$ cat src/rtl/irq_ctrl_pkg.sv
package irq_ctrl_pkg;
  localparam int NUM_PIN  = 2;
  localparam int NUM_EXT  = 3;
  localparam int NUM_INT  = 7;
  localparam int NUM_SRC  = NUM_EXT + NUM_INT;
  localparam int VEC_W    = 5;
  localparam int DATA_W   = 8;
  localparam int ADDR_W   = 3;

  localparam logic [ADDR_W-1:0] REG_EDGE    = 3'd0;
  localparam logic [ADDR_W-1:0] REG_EN_EXT  = 3'd1;
  localparam logic [ADDR_W-1:0] REG_EN_INT  = 3'd2;
  localparam logic [ADDR_W-1:0] REG_FLG_EXT = 3'd3;
  localparam logic [ADDR_W-1:0] REG_FLG_INT = 3'd4;
  localparam logic [ADDR_W-1:0] REG_MASK    = 3'd5;

  typedef enum logic [1:0] {
    AUX_FALL  = 2'b00,
    AUX_RISE  = 2'b01,
    AUX_BOTH  = 2'b10,
    AUX_BOTH2 = 2'b11
  } aux_edge_e;

  function automatic logic [VEC_W-1:0] src_vector(input int idx);
    case (idx)
      0: return 5'd4;
      1: return 5'd5;
      2: return 5'd6;
      3: return 5'd20;
      4: return 5'd19;
      5: return 5'd18;
      6: return 5'd15;
      7: return 5'd14;
      8: return 5'd12;
      default: return 5'd11;
    endcase
  endfunction
endpackage

$ cat src/rtl/irq_sync_edge.sv
module irq_sync_edge #(
  parameter int STAGES = 2,
  parameter int WIDTH  = 3
) (
  input  logic             clk,
  input  logic             rst,
  input  logic [WIDTH-1:0] pin_in,
  output logic [WIDTH-1:0] rise,
  output logic [WIDTH-1:0] fall
);
  for (genvar b = 0; b < WIDTH; b++) begin : g_bit
    logic [STAGES:0] shift_q;
    always_ff @(posedge clk) begin
      if (rst) shift_q <= '0;
      else     shift_q <= {shift_q[STAGES-1:0], pin_in[b]};
    end
    assign rise[b] =  shift_q[STAGES-1] & ~shift_q[STAGES];
    assign fall[b] = ~shift_q[STAGES-1] &  shift_q[STAGES];
  end
endmodule

$ cat src/rtl/irq_flag_regs.sv
module irq_flag_regs
  import irq_ctrl_pkg::*;
(
  input  logic              clk,
  input  logic              rst,
  input  logic [NUM_SRC-1:0] set_evt,
  input  logic              reg_wr,
  input  logic [ADDR_W-1:0] reg_addr,
  input  logic [DATA_W-1:0] reg_wdata,
  input  logic              irq_ack,
  output logic [NUM_PIN-1:0] edge_rise,
  output logic [1:0]        aux_sel,
  output logic [NUM_SRC-1:0] flags,
  output logic [NUM_SRC-1:0] enables,
  output logic              mask,
  output logic [DATA_W-1:0] rdata
);
  logic [NUM_SRC-1:0] clr_req;
  logic               unused_wbit;

  assign unused_wbit = reg_wdata[DATA_W-1];

  always_comb begin
    clr_req = '0;
    if (reg_wr && reg_addr == REG_FLG_EXT)
      clr_req[NUM_EXT-1:0] = ~reg_wdata[NUM_EXT-1:0];
    if (reg_wr && reg_addr == REG_FLG_INT)
      clr_req[NUM_SRC-1:NUM_EXT] = ~reg_wdata[NUM_INT-1:0];
  end

  for (genvar i = 0; i < NUM_SRC; i++) begin : g_flag
    always_ff @(posedge clk) begin
      if (rst)             flags[i] <= 1'b0;
      else if (set_evt[i]) flags[i] <= 1'b1;
      else if (clr_req[i]) flags[i] <= 1'b0;
    end
  end

  always_ff @(posedge clk) begin
    if (rst) begin
      edge_rise <= '0;
      aux_sel   <= AUX_FALL;
      enables   <= '0;
      mask      <= 1'b0;
    end else begin
      if (reg_wr && reg_addr == REG_EDGE) begin
        edge_rise <= reg_wdata[NUM_PIN-1:0];
        aux_sel   <= reg_wdata[NUM_PIN+1:NUM_PIN];
      end
      if (reg_wr && reg_addr == REG_EN_EXT)
        enables[NUM_EXT-1:0] <= reg_wdata[NUM_EXT-1:0];
      if (reg_wr && reg_addr == REG_EN_INT)
        enables[NUM_SRC-1:NUM_EXT] <= reg_wdata[NUM_INT-1:0];
      if (irq_ack)
        mask <= 1'b1;
      else if (reg_wr && reg_addr == REG_MASK)
        mask <= reg_wdata[0];
    end
  end

  always_ff @(posedge clk) begin
    if (rst) begin
      rdata <= '0;
    end else begin
      rdata <= '0;
      case (reg_addr)
        REG_EDGE:    rdata[NUM_PIN+1:0] <= {aux_sel, edge_rise};
        REG_EN_EXT:  rdata[NUM_EXT-1:0] <= enables[NUM_EXT-1:0];
        REG_EN_INT:  rdata[NUM_INT-1:0] <= enables[NUM_SRC-1:NUM_EXT];
        REG_FLG_EXT: rdata[NUM_EXT-1:0] <= flags[NUM_EXT-1:0];
        REG_FLG_INT: rdata[NUM_INT-1:0] <= flags[NUM_SRC-1:NUM_EXT];
        REG_MASK:    rdata[0]           <= mask;
        default:     rdata              <= '0;
      endcase
    end
  end
endmodule

$ cat src/rtl/irq_prio_enc.sv
module irq_prio_enc
  import irq_ctrl_pkg::*;
(
  input  logic               clk,
  input  logic               rst,
  input  logic [NUM_SRC-1:0] pending,
  output logic               req_q,
  output logic [VEC_W-1:0]   vec_q
);
  logic [VEC_W-1:0] best;
  logic             found;

  always_comb begin
    best  = '1;
    found = 1'b0;
    for (int i = 0; i < NUM_SRC; i++) begin
      if (pending[i] && src_vector(i) < best) begin
        best  = src_vector(i);
        found = 1'b1;
      end
    end
  end

  always_ff @(posedge clk) begin
    if (rst) begin
      req_q <= 1'b0;
      vec_q <= '0;
    end else begin
      req_q <= found;
      vec_q <= found ? best : '0;
    end
  end
endmodule

$ cat src/rtl/irq_edge_ctrl.sv
module irq_edge_ctrl
  import irq_ctrl_pkg::*;
#(
  parameter int SYNC_STAGES = 2
) (
  input  logic               clk,
  input  logic               rst,
  input  logic [NUM_PIN-1:0] ext_pin,
  input  logic               aux_pin,
  input  logic [NUM_PIN-1:0] pin_sel,
  input  logic [NUM_INT-1:0] int_req,
  input  logic [ADDR_W-1:0]  reg_addr,
  input  logic               reg_wr,
  input  logic [DATA_W-1:0]  reg_wdata,
  output logic [DATA_W-1:0]  reg_rdata,
  input  logic               irq_ack,
  output logic               irq_req,
  output logic [VEC_W-1:0]   irq_vec
);
  logic [NUM_EXT-1:0] rise_w, fall_w;
  logic [NUM_PIN-1:0] edge_rise_w;
  logic [1:0]         aux_sel_w;
  logic [NUM_SRC-1:0] set_w, flags_w, en_w, pend_w;
  logic               mask_w;

  irq_sync_edge #(.STAGES(SYNC_STAGES), .WIDTH(NUM_EXT)) u_sync (
    .clk(clk), .rst(rst), .pin_in({aux_pin, ext_pin}),
    .rise(rise_w), .fall(fall_w)
  );

  for (genvar p = 0; p < NUM_PIN; p++) begin : g_pin
    assign set_w[p] = pin_sel[p] & (edge_rise_w[p] ? rise_w[p] : fall_w[p]);
  end

  always_comb begin
    case (aux_edge_e'(aux_sel_w))
      AUX_FALL: set_w[NUM_PIN] = fall_w[NUM_PIN];
      AUX_RISE: set_w[NUM_PIN] = rise_w[NUM_PIN];
      default:  set_w[NUM_PIN] = rise_w[NUM_PIN] | fall_w[NUM_PIN];
    endcase
  end

  assign set_w[NUM_SRC-1:NUM_EXT] = int_req;

  irq_flag_regs u_regs (
    .clk(clk), .rst(rst), .set_evt(set_w),
    .reg_wr(reg_wr), .reg_addr(reg_addr), .reg_wdata(reg_wdata),
    .irq_ack(irq_ack), .edge_rise(edge_rise_w), .aux_sel(aux_sel_w),
    .flags(flags_w), .enables(en_w), .mask(mask_w), .rdata(reg_rdata)
  );

  assign pend_w = flags_w & en_w & {NUM_SRC{~mask_w}};

  irq_prio_enc u_prio (
    .clk(clk), .rst(rst), .pending(pend_w),
    .req_q(irq_req), .vec_q(irq_vec)
  );
endmodule

$ cat config.mk
export PLATFORM = sky130hd
export DESIGN_NAME = irq_edge_ctrl
export DESIGN_NICKNAME = d
export VERILOG_FILES = /design/src/rtl/irq_ctrl_pkg.sv /design/src/rtl/irq_sync_edge.sv /design/src/rtl/irq_flag_regs.sv /design/src/rtl/irq_prio_enc.sv /design/src/rtl/irq_edge_ctrl.sv
export SDC_FILE = /design/constraint.sdc
export NUM_CORES = 1
export LEC_CHECK = 0
export ABC_AREA = 1
export BUFFER_PORTS_ARGS = -buffer_cell sky130_fd_sc_hd__buf_2
export CAP_MARGIN = 25
export CORE_MARGIN = 5
export CORE_UTILIZATION = 52
export DETAILED_ROUTE_END_ITERATION = 10
export PLACE_DENSITY_LB_ADDON = 0.15
export SLEW_MARGIN = 15
export SYNTH_ARGS = -nofsm -noshare
export SYNTH_HDL_FRONTEND = slang
export SYNTH_SLANG_ARGS = --single-unit
$ cat constraint.sdc
create_clock -name clk -period 3.7 [get_ports clk]
set_clock_uncertainty 0.15 [all_clocks]
set_input_delay 0.74 -clock clk [delete_from_list [all_inputs] [get_ports clk]]
set_output_delay 0.74 -clock clk [all_outputs]
set_load 0.01 [all_outputs]
After elaboration in Yosys (flattened, before gate mapping)
Index checks and enable logic that the tools add are counted.

word-level totals
  register bits after elaboration = 48

operators by class
  magnitude comparators = 9
  equality and inequality tests = 6
  reduce and logical (&&, ||, !) cells = 30
  muxes and demuxes = 51
  bitwise gates (word level) = 21

operator list
  cell                number
  $mux 5              9
  $mux 1              34
  $reduce_bool 2->1   11
  $and 10x10->10      2
  $lt 4x5->1 const A  4
  $logic_and 1x1->1   15
  $lt 5x5->1 const A  3
  $lt 3x5->1 const A  2
  $pmux 2 s5          1
  $and 1x1->1         8
  $not 1->1           8
  $mux 7              1
  $not 7->7           1
  $eq 3x2->1 const B  2
  $eq 3x3->1 const B  2
  $pmux 1 s6          1
  $pmux 3 s2          1
  $mux 4              1
  $eq 3x1->1 const B  1
  $logic_not 3->1     1
  $mux 3              1
  $not 3->3           1
  $pmux 1 s3          1
  $reduce_or 3->1     1
  5 further kinds     5

Logic depth before layout (Yosys ltp)
Gate-level depths: netlist (run 1).

  depth after elaboration = 32
  mapped depth = 11

Modules after synthesis
A second synthesis (run 1) with hierarchy kept.

second synthesis, totals
  cells, all modules = 327
  area total of the unflattened synthesis = 2227.1 um^2

modules (own cells, without submodules)
  module         times used  area an instance (um^2)  sequential area each (um^2)  cells an instance
  irq_flag_regs  1           1408.9                   640.6                        197
  irq_prio_enc   1           381.6                    120.1                        57
  irq_sync_edge  1           292.8                    180.2                        37
  irq_edge_ctrl  1           143.9                    0.0                          36

Worst setup path before layout (run 1)
OpenSTA, ideal clock, no wires.

  path type = input-to-reg
  start point = input reg_addr[1]
  end point = register u_regs.enables[6]
  setup slack = 2069 ps
  stages on the path = 7
  arrival = 1360 ps
  path buffers = 0
  library setup time = 121 ps
  cells stage by stage = inv_2 > nor2_4 > nand2_4 > nor2_8 > inv_2 > o21ai_1 > a21oi_1

on the way
  cells in the longest elaborated chain, start to end = 2

ends and longest elaborated chain
  item                            line                 text
  start: declaration              irq_edge_ctrl.sv:12  input logic [ADDR_W-1:0] reg_addr,
  $eq 3x2->1                      irq_flag_regs.sv:52  if (reg_wr && reg_addr == REG_EN_INT)
  $logic_and 1x1->1               irq_flag_regs.sv:52
  end signal: indexed assignment  irq_flag_regs.sv:51  enables[NUM_EXT-1:0] <= reg_wdata[NUM_EXT-1:0];
  end signal: indexed assignment  irq_flag_regs.sv:53  enables[NUM_SRC-1:NUM_EXT] <= reg_wdata[NUM_INT-1:0];
  end: declaration                irq_flag_regs.sv:14  output logic [NUM_SRC-1:0] enables,

No other way between the ends.
A chain may end at the register's enable or synchronous reset.

Worst setup path after layout (run 1)
  start point = register u_regs.mask
  end point = register u_prio.vec_q[0]

on the way
  cells in the longest elaborated chain, start to end = 32
  elaborated cells on any way between the ends = 42
  classes of those cells = order compare: 9; mux: 20; bitwise: 3; reduce/logical: 10

ends and longest elaborated chain
  item                       line                 text
  start: declaration         irq_flag_regs.sv:15  output logic mask,
  start signal: assignment   irq_flag_regs.sv:57  mask <= reg_wdata[0];
  $not 1->1 *                irq_edge_ctrl.sv:52  assign pend_w = flags_w & en_w & {NUM_SRC{~mask_w}};
  $and 10x10->10 *           irq_edge_ctrl.sv:52
  $mux 5                     irq_prio_enc.sv:17   if (pending[i] && src_vector(i) < best) begin
  $lt 3x5->1                 irq_prio_enc.sv:17
  $logic_and 1x1->1          irq_prio_enc.sv:17
  $mux 5                     irq_prio_enc.sv:17
  $lt 3x5->1                 irq_prio_enc.sv:17
  $logic_and 1x1->1          irq_prio_enc.sv:17
  (+16 left out)             -
  $lt 4x5->1                 irq_prio_enc.sv:17
  $logic_and 1x1->1          irq_prio_enc.sv:17
  $mux 5                     irq_prio_enc.sv:17
  $lt 4x5->1                 irq_prio_enc.sv:17
  $logic_and 1x1->1          irq_prio_enc.sv:17
  $mux 1                     irq_prio_enc.sv:17
  $not 1->1 (no line)        -
  $reduce_or 2->1 (no line)  -
  end signal: assignment     irq_prio_enc.sv:30   vec_q <= found ? best : '0;
  end: declaration           irq_prio_enc.sv:8    output logic [VEC_W-1:0] vec_q

Mark *: on every way between the ends. The rest lies on a longest branch, timed or not.

==> impl_metrics.json, run 1 <==
{
  "status": "finished clean",
  "hold_path_class": "reg -> reg",
  "r2r_end": "u_prio.vec_q[0]",
  "clock-sinks": 47,
  "use_met1": 0.243,
  "drc": 0,
  "startpoint_type": "flop",
  "clockRootBuffer": "clkbuf_8",
  "min_path_cells": 2,
  "end_kind": "flop",
  "avgViaCountPerCell": 4.89,
  "cp_cell_sequence": "inv_2 -> nand2_1 -> nand2_1 -> nor2_2 -> nand3_2 -> nand2_2 -> a21oi_1",
  "worst_slack_ns": 1.99,
  "grt_use_met2": 0.291,
  "place_congestion": 0.888,
  "die_height_um": 73.2,
  "drive_gt1_frac": 0.244,
  "grt_overflow": 0,
  "clk_path_buf_depth": 2,
  "place_area_um2": 2300,
  "post-route-util": 0.606,
  "initial_core_util": 0.526,
  "worstSetupPathType": "reg -> reg",
  "clk_latency_ns": 0.31,
  "finalHoldViolations": 0,
  "post-route-period-util": 0.462,
  "io_buffers": 38,
  "grt_max_degree": 28,
  "htreeDepth": 2,
  "fin_nets": 344,
  "syn_to_final_growth_pct": 15.1,
  "syn_area_per_cell_um2": 7.55,
  "r2r-start": "u_regs.mask",
  "clk_pin_slew_worst_paths_ns": 0.09,
  "drt_iter0_drc": 74,
  "tritoncts": "done",
  "rows": 23,
  "power_density_nw_per_um2": 396,
  "cp_max_fo": 9,
  "worstMarginPinSlew_ns": 0.557,
  "ys_seq_elements": 47,
  "rrSetupSlack_ns": 1.99,
  "n_antenna_cell": 0,
  "cp.required_ns": 3.74,
  "ant_nets": 0,
  "dp_hpwl_um": 3260,
  "cp_slowest_cell": "dfxtp_1",
  "num_vias": 1790,
  "boundaryPins": 41,
  "die_area_um2": 5360,
  "fin_crit_ns": 1.71,
  "grt_pass1_vias": 1669,
  "ir_drop_mv": 0.315,
  "min_from": "u_sync.g_bit[1].shift_q[0]",
  "finalSetupViolCount": 0,
  "grt.busiest_layer": "met2",
  "cp_common_cell": "nand2_1",
  "final_cell_mix": "dfxtp_1, inv_1, buf_2",
  "grtUsageTotal": 0.184,
  "antenna_found_initial": 0,
  "fillCellCount": 406,
  "post_cts.repair.setup_buffers": 0,
  "yosysSeqAreaShare": 0.453,
  "cap_viol_max_count": 0,
  "use_met3": 0.0386,
  "layout_commonest_cell": "dfxtp_1",
  "setup_tns_ns": 0,
  "grt_pass1_wl_um": 7500,
  "fmax_mhz": 585,
  "max_stage_delay_ns": 0.68,
  "rr_worst_depth": 7,
  "core_area_um2": 3940,
  "syn_nets": 304,
  "finish.instance_area_um2": 2390,
  "p_leak_nw": 1.15,
  "firstDrtPassIters": 5,
  "synth_warnings": 0,
  "detail_route.wirelength_um": 4350,
  "min_to": "u_sync.g_bit[1].shift_q[1]",
  "slew_violations": 0,
  "max_slew_margin": 0.628,
  "grt_setup_unrepaired": "no",
  "die_x_um": 73.2,
  "p_total_mw": 0.947,
  "worstPathArrival_ns": 1.75,
  "synthesis.area_um2": 2080,
  "cts.repair.resized": 0,
  "pre_cts_ws_ns": 1.70,
  "holdBufCountCts": 0,
  "cts_buffers": 5,
  "ys_types": 30,
  "synthCells": 275,
  "wl_per_cell_um": 11.9
}
report_power, final:
group	switching, mW	internal [mW]	total [mW]	leakage, nW
sequential	0.0133	0.528	0.541	0.385
combinational	0.0620	0.0357	0.0977	0.716
clock	0.173	0.136	0.309	0.0454
total	0.248	0.699	0.947	1.15
worst max path at each step:
stage / end / from / slack [ns] / cells after the start
2_1_floorplan: u_regs.enables[6] / reg_addr[1] / 2.07 / 7
3_3_place_gp: u_prio.vec_q[2] / rst / 1.71 / 5
3_5_place_dp: u_prio.vec_q[2] / rst / 1.70 / 5
4_1_cts: u_prio.vec_q[0] / u_regs.mask / 1.99 / 7
5_1_grt: u_regs.enables[1] / rst / 1.82 / 5
6_report: u_prio.vec_q[0] / u_regs.mask / 1.99 / 7
layer usage:
layer,vias up,part of all wire
li1,963,-
met1,784,0.48
met2,38,0.45
met3,5,0.057
met4,0,0.014
met5,-,0
sequential cells by signal, summed over array words and instances, names as in the netlist:
name / cells
u_regs.enables: 10
u_regs.flags: 10
u_sync.g_bit.shift_q: 9
u_regs.rdata: 7
u_prio.vec_q: 5
u_regs.aux_sel: 2
u_regs.edge_rise: 2
u_prio.req_q: 1
u_regs.mask: 1
area by class of cell:
| cell class | instances | area [µm²] | area share |
|---|---|---|---|
| inverter | 50 | 188 | 0.0785 |
| timing repair buffer | 39 | 198 | 0.0827 |
| sequential | 47 | 941 | 0.394 |
| multi-input combinational | 172 | 911 | 0.381 |
| clock inverter | 2 | 17.5 | 0.00733 |
| tap | 50 | 62.6 | 0.0262 |
| clock buffer | 6 | 72.6 | 0.0304 |
logic make-up after synthesis:
family	synth area share
buffers and inverters	0.108
AOI/OAI and AO/OA	0.168
DFF	0.453
other	0.00181
adders and majority gates	0.0121
and+or+nand+nor	0.257
synthesized netlist by cell type:
cell       n  share of area
buf_2      2         0.0048
nand2_1   35          0.063
o22ai_1    6          0.018
buf_1      1         0.0018
o21ai_1    9          0.022
nor3b_1    1         0.0036
a211oi_1   1         0.0036
dfxtp_1   47           0.45
nand2_2    7          0.021
conb_1     1         0.0018
nor2_2     2         0.0060
nor3_1     1         0.0024
inv_1     41          0.074
ha_1       2          0.012
nand2_4    1         0.0054
o21ai_0   20          0.048
nand3_1   15          0.036
inv_2      9          0.016
buf_4      1         0.0036
buf_6      1         0.0054
nor2_4     2          0.011
clkbuf_1   1         0.0018
nand4_1    1         0.0030
nor2_1    28          0.051
nor3_4     2          0.016
o21ai_2    1         0.0042
nand3_2    3          0.014
nor2_8     1         0.0096
a21oi_1   30          0.072
nor3_2     3          0.014
metrics by stage:
stage | std cells | hold slack [ns]
after floorplan | 275 | 0.238
after global placement | 358 | 0.239
after detailed placement | 358 | 0.244
after CTS | 366 | 0.257
after global routing | 366 | 0.297
final | 366 | 0.256
critical path: cells and delay by family (launching register included):
kind / cells / cell delay, ns
buffers and inverters: 1 / 0.12
AOI/OAI and AO/OA: 1 / 0.05
DFF: 1 / 0.68
and+or+nand+nor: 5 / 0.59
Power figures use the tool's default switching activity.
==> inputs of run 2 (changes only) <==
--- a/config.mk
+++ b/config.mk
@@ -5,7 +5,7 @@
 export SDC_FILE = /design/constraint.sdc
 export NUM_CORES = 1
 export LEC_CHECK = 0
-export ABC_AREA = 1
+export ABC_AREA = 0
 export BUFFER_PORTS_ARGS = -buffer_cell sky130_fd_sc_hd__buf_2
 export CAP_MARGIN = 25
 export CORE_MARGIN = 5
==> constraint.sdc (replaced) <==
create_clock -name clk -period 1.6 [get_ports clk]
set_clock_uncertainty 0.15 [all_clocks]
set_input_delay 0.32 -clock clk [delete_from_list [all_inputs] [get_ports clk]]
set_output_delay 0.32 -clock clk [all_outputs]
set_load 0.01 [all_outputs]
==> impl_metrics.json, run 2 <==
{
  "pre_cts_ws_ns": 0.00486,
  "synthTopCellsByArea": "dfxtp_1, mux2i_1, a21oi_1",
  "clk_latency_ns": 0.30,
  "p_sw_mw": 0.532,
  "num_vias": 1752,
  "synth.most_common_cell": "dfxtp_1",
  "synth_warnings": 0,
  "setup_tns_ns": 0,
  "p_int_mw": 1.77,
  "cp.required_ns": 1.64,
  "place_congestion": 0.852,
  "clk_pin_slew_worst_paths_ns": 0.08,
  "die_height_um": 72.0,
  "synth_flop_cell": "dfxtp_1",
  "drc": 0,
  "power_density_nw_per_um2": 921,
  "die_x_um": 72.0,
  "async_reset_ff_frac": 0,
  "fmax_mhz": 645,
  "antenna_found_initial": 0,
  "htreeDepth": 2,
  "cts_buffers": 5,
  "swShare": 0.231,
  "boundaryPins": 41,
  "syn_area_per_cell_um2": 8.99,
  "drive_gt1_frac": 0.282,
  "fin_crit_ns": 1.55,
  "clockRootBuffer": "clkbuf_8",
  "largestRegisters": "u_regs.enables x10, u_regs.flags x10, u_sync.g_bit.shift_q x9",
  "startpoint_type": "flop",
  "multiInputGateArea_um2": 968,
  "p_clk_frac": 0.365,
  "post-route-period-util": 0.969,
  "final-seq-area_um2": 943,
  "grt_pass1_vias": 1731,
  "synth_area_leader_cell": "dfxtp_1",
  "avgViaCountPerCell": 5.39,
  "syn_to_final_growth_pct": 25.4,
  "use_met3": 0.0609,
  "rows": 22,
  "grt_overflow": 0,
  "slew_violations": 0,
  "grt_pass1_wl_um": 7940,
  "finalHoldViolations": 0,
  "die_area_um2": 5180,
  "syn_nets": 251,
  "pwr-share-comb": 0.096,
  "clk_path_buf_depth": 2,
  "status": "finished clean",
  "worst_slack_ns": 0.0496,
  "cp_max_fo": 5,
  "place_area_um2": 2370,
  "final_cell_mix": "dfxtp_1, buf_2, buf_4",
  "cap_viol_max_count": 0,
  "synth_top_area_frac": 0.471,
  "p_seq_frac": 0.539,
  "drt_iter0_drc": 146,
  "ant_nets": 0,
  "hold_path_class": "in -> reg",
  "post-route-util": 0.678,
  "holdBufCountCts": 0,
  "initial_core_util": 0.541,
  "firstDrtPassIters": 4,
  "ys_seq_elements": 47,
  "hold_slack_ns": 0.0778,
  "yosysSeqAreaShare": 0.471,
  "grt_use_met2": 0.304,
  "grtUsageTotal": 0.197,
  "fin_nets": 306,
  "worstSetupPathType": "reg -> reg",
  "ys_types": 37,
  "finish.instance_area_um2": 2500,
  "n_antenna_cell": 0,
  "layout_commonest_cell": "dfxtp_1",
  "grt.busiest_layer": "met2",
  "synthesis.area_um2": 2000,
  "end_kind": "flop",
  "p_leak_nw": 1.07,
  "grt_setup_unrepaired": "yes",
  "ir_drop_mv": 0.576,
  "use_met1": 0.265,
  "detail_route.wirelength_um": 4690,
  "grt_max_degree": 21,
  "synth_edf_count": 0,
  "tritoncts": "done",
  "worstPathArrival_ns": 1.59,
  "fillCellCount": 323,
  "synthCells": 222,
  "io_buffers": 38,
  "dp_hpwl_um": 3550,
  "finalSetupViolCount": 0,
  "clock-sinks": 47,
  "synthTopCellsByCount": "dfxtp_1, nor2_1, mux2i_1",
  "wl_per_cell_um": 14.4,
  "core_area_um2": 3690
}
-- run 2: final cells by class --
cell class / instances / share of cell area
clock inverters: 2 / 0.0150
multi-input cells: 149 / 0.387
clock buffers: 5 / 0.0275
flip-flops and latches: 47 / 0.377
inverters: 13 / 0.0195
well taps: 48 / 0.0240
repair buffers: 61 / 0.150
-- run 2: power by group through the flow --
stage	logic (mW)	clock network, mW	registers [mW]
floorplan	0.121	0	1.26
global placement	0.215	0	1.27
detailed placement	0.218	0	1.27
CTS	0.219	0.860	1.24
global route	0.247	0.902	1.25
finish	0.220	0.842	1.24
-- run 2: timing repair --
item,in CTS,in global routing
gates resized for setup,0,4
buffers inserted,1,1
pin swaps,0,3
setup endpoints to repair,1,5
-- run 2: stage by stage --
stage | instances | total power [mW]
after detailed placement | 316 | 1.49
after CTS | 324 | 2.32
after global placement | 316 | 1.48
after global routing | 325 | 2.40
final | 325 | 2.31
after floorplan | 222 | 1.38
-- run 2: final timing paths --
path | start | slack, ns | to | cells after the start
worst min-delay path | aux_pin | 0.08 | u_sync.g_bit[2].shift_q[0] | 2
worst min register to register | u_sync.g_bit[0].shift_q[0] | 0.29 | u_sync.g_bit[0].shift_q[1] | 1
worst max register to register | u_regs.flags[2] | 0.05 | u_prio.vec_q[0] | 5
worst max-delay path | u_regs.flags[2] | 0.05 | u_prio.vec_q[0] | 5
-- run 2: cells by family after synthesis --
family	after synthesis	share of synthesized area
simple gates	68	0.176
compound gates	57	0.180
flops	47	0.471
buf+inv	26	0.0520
mux	21	0.107
fa+ha+maj	2	0.0125
other cells	1	0.00188
-- run 2: metal layers --
layer	vias up	routed length (µm)
li1	888	-
met1	813	2240
met2	47	2110
met3	4	294
met4	0	37
met5	-	0
-- run 2: worst max-delay path: stages (launching register included) --
cell      delay [ns]
dfxtp_2         0.33
a222oi_1        0.36
buf_4           0.20
a41o_2          0.18
a31o_4          0.18
a21oi_1         0.04
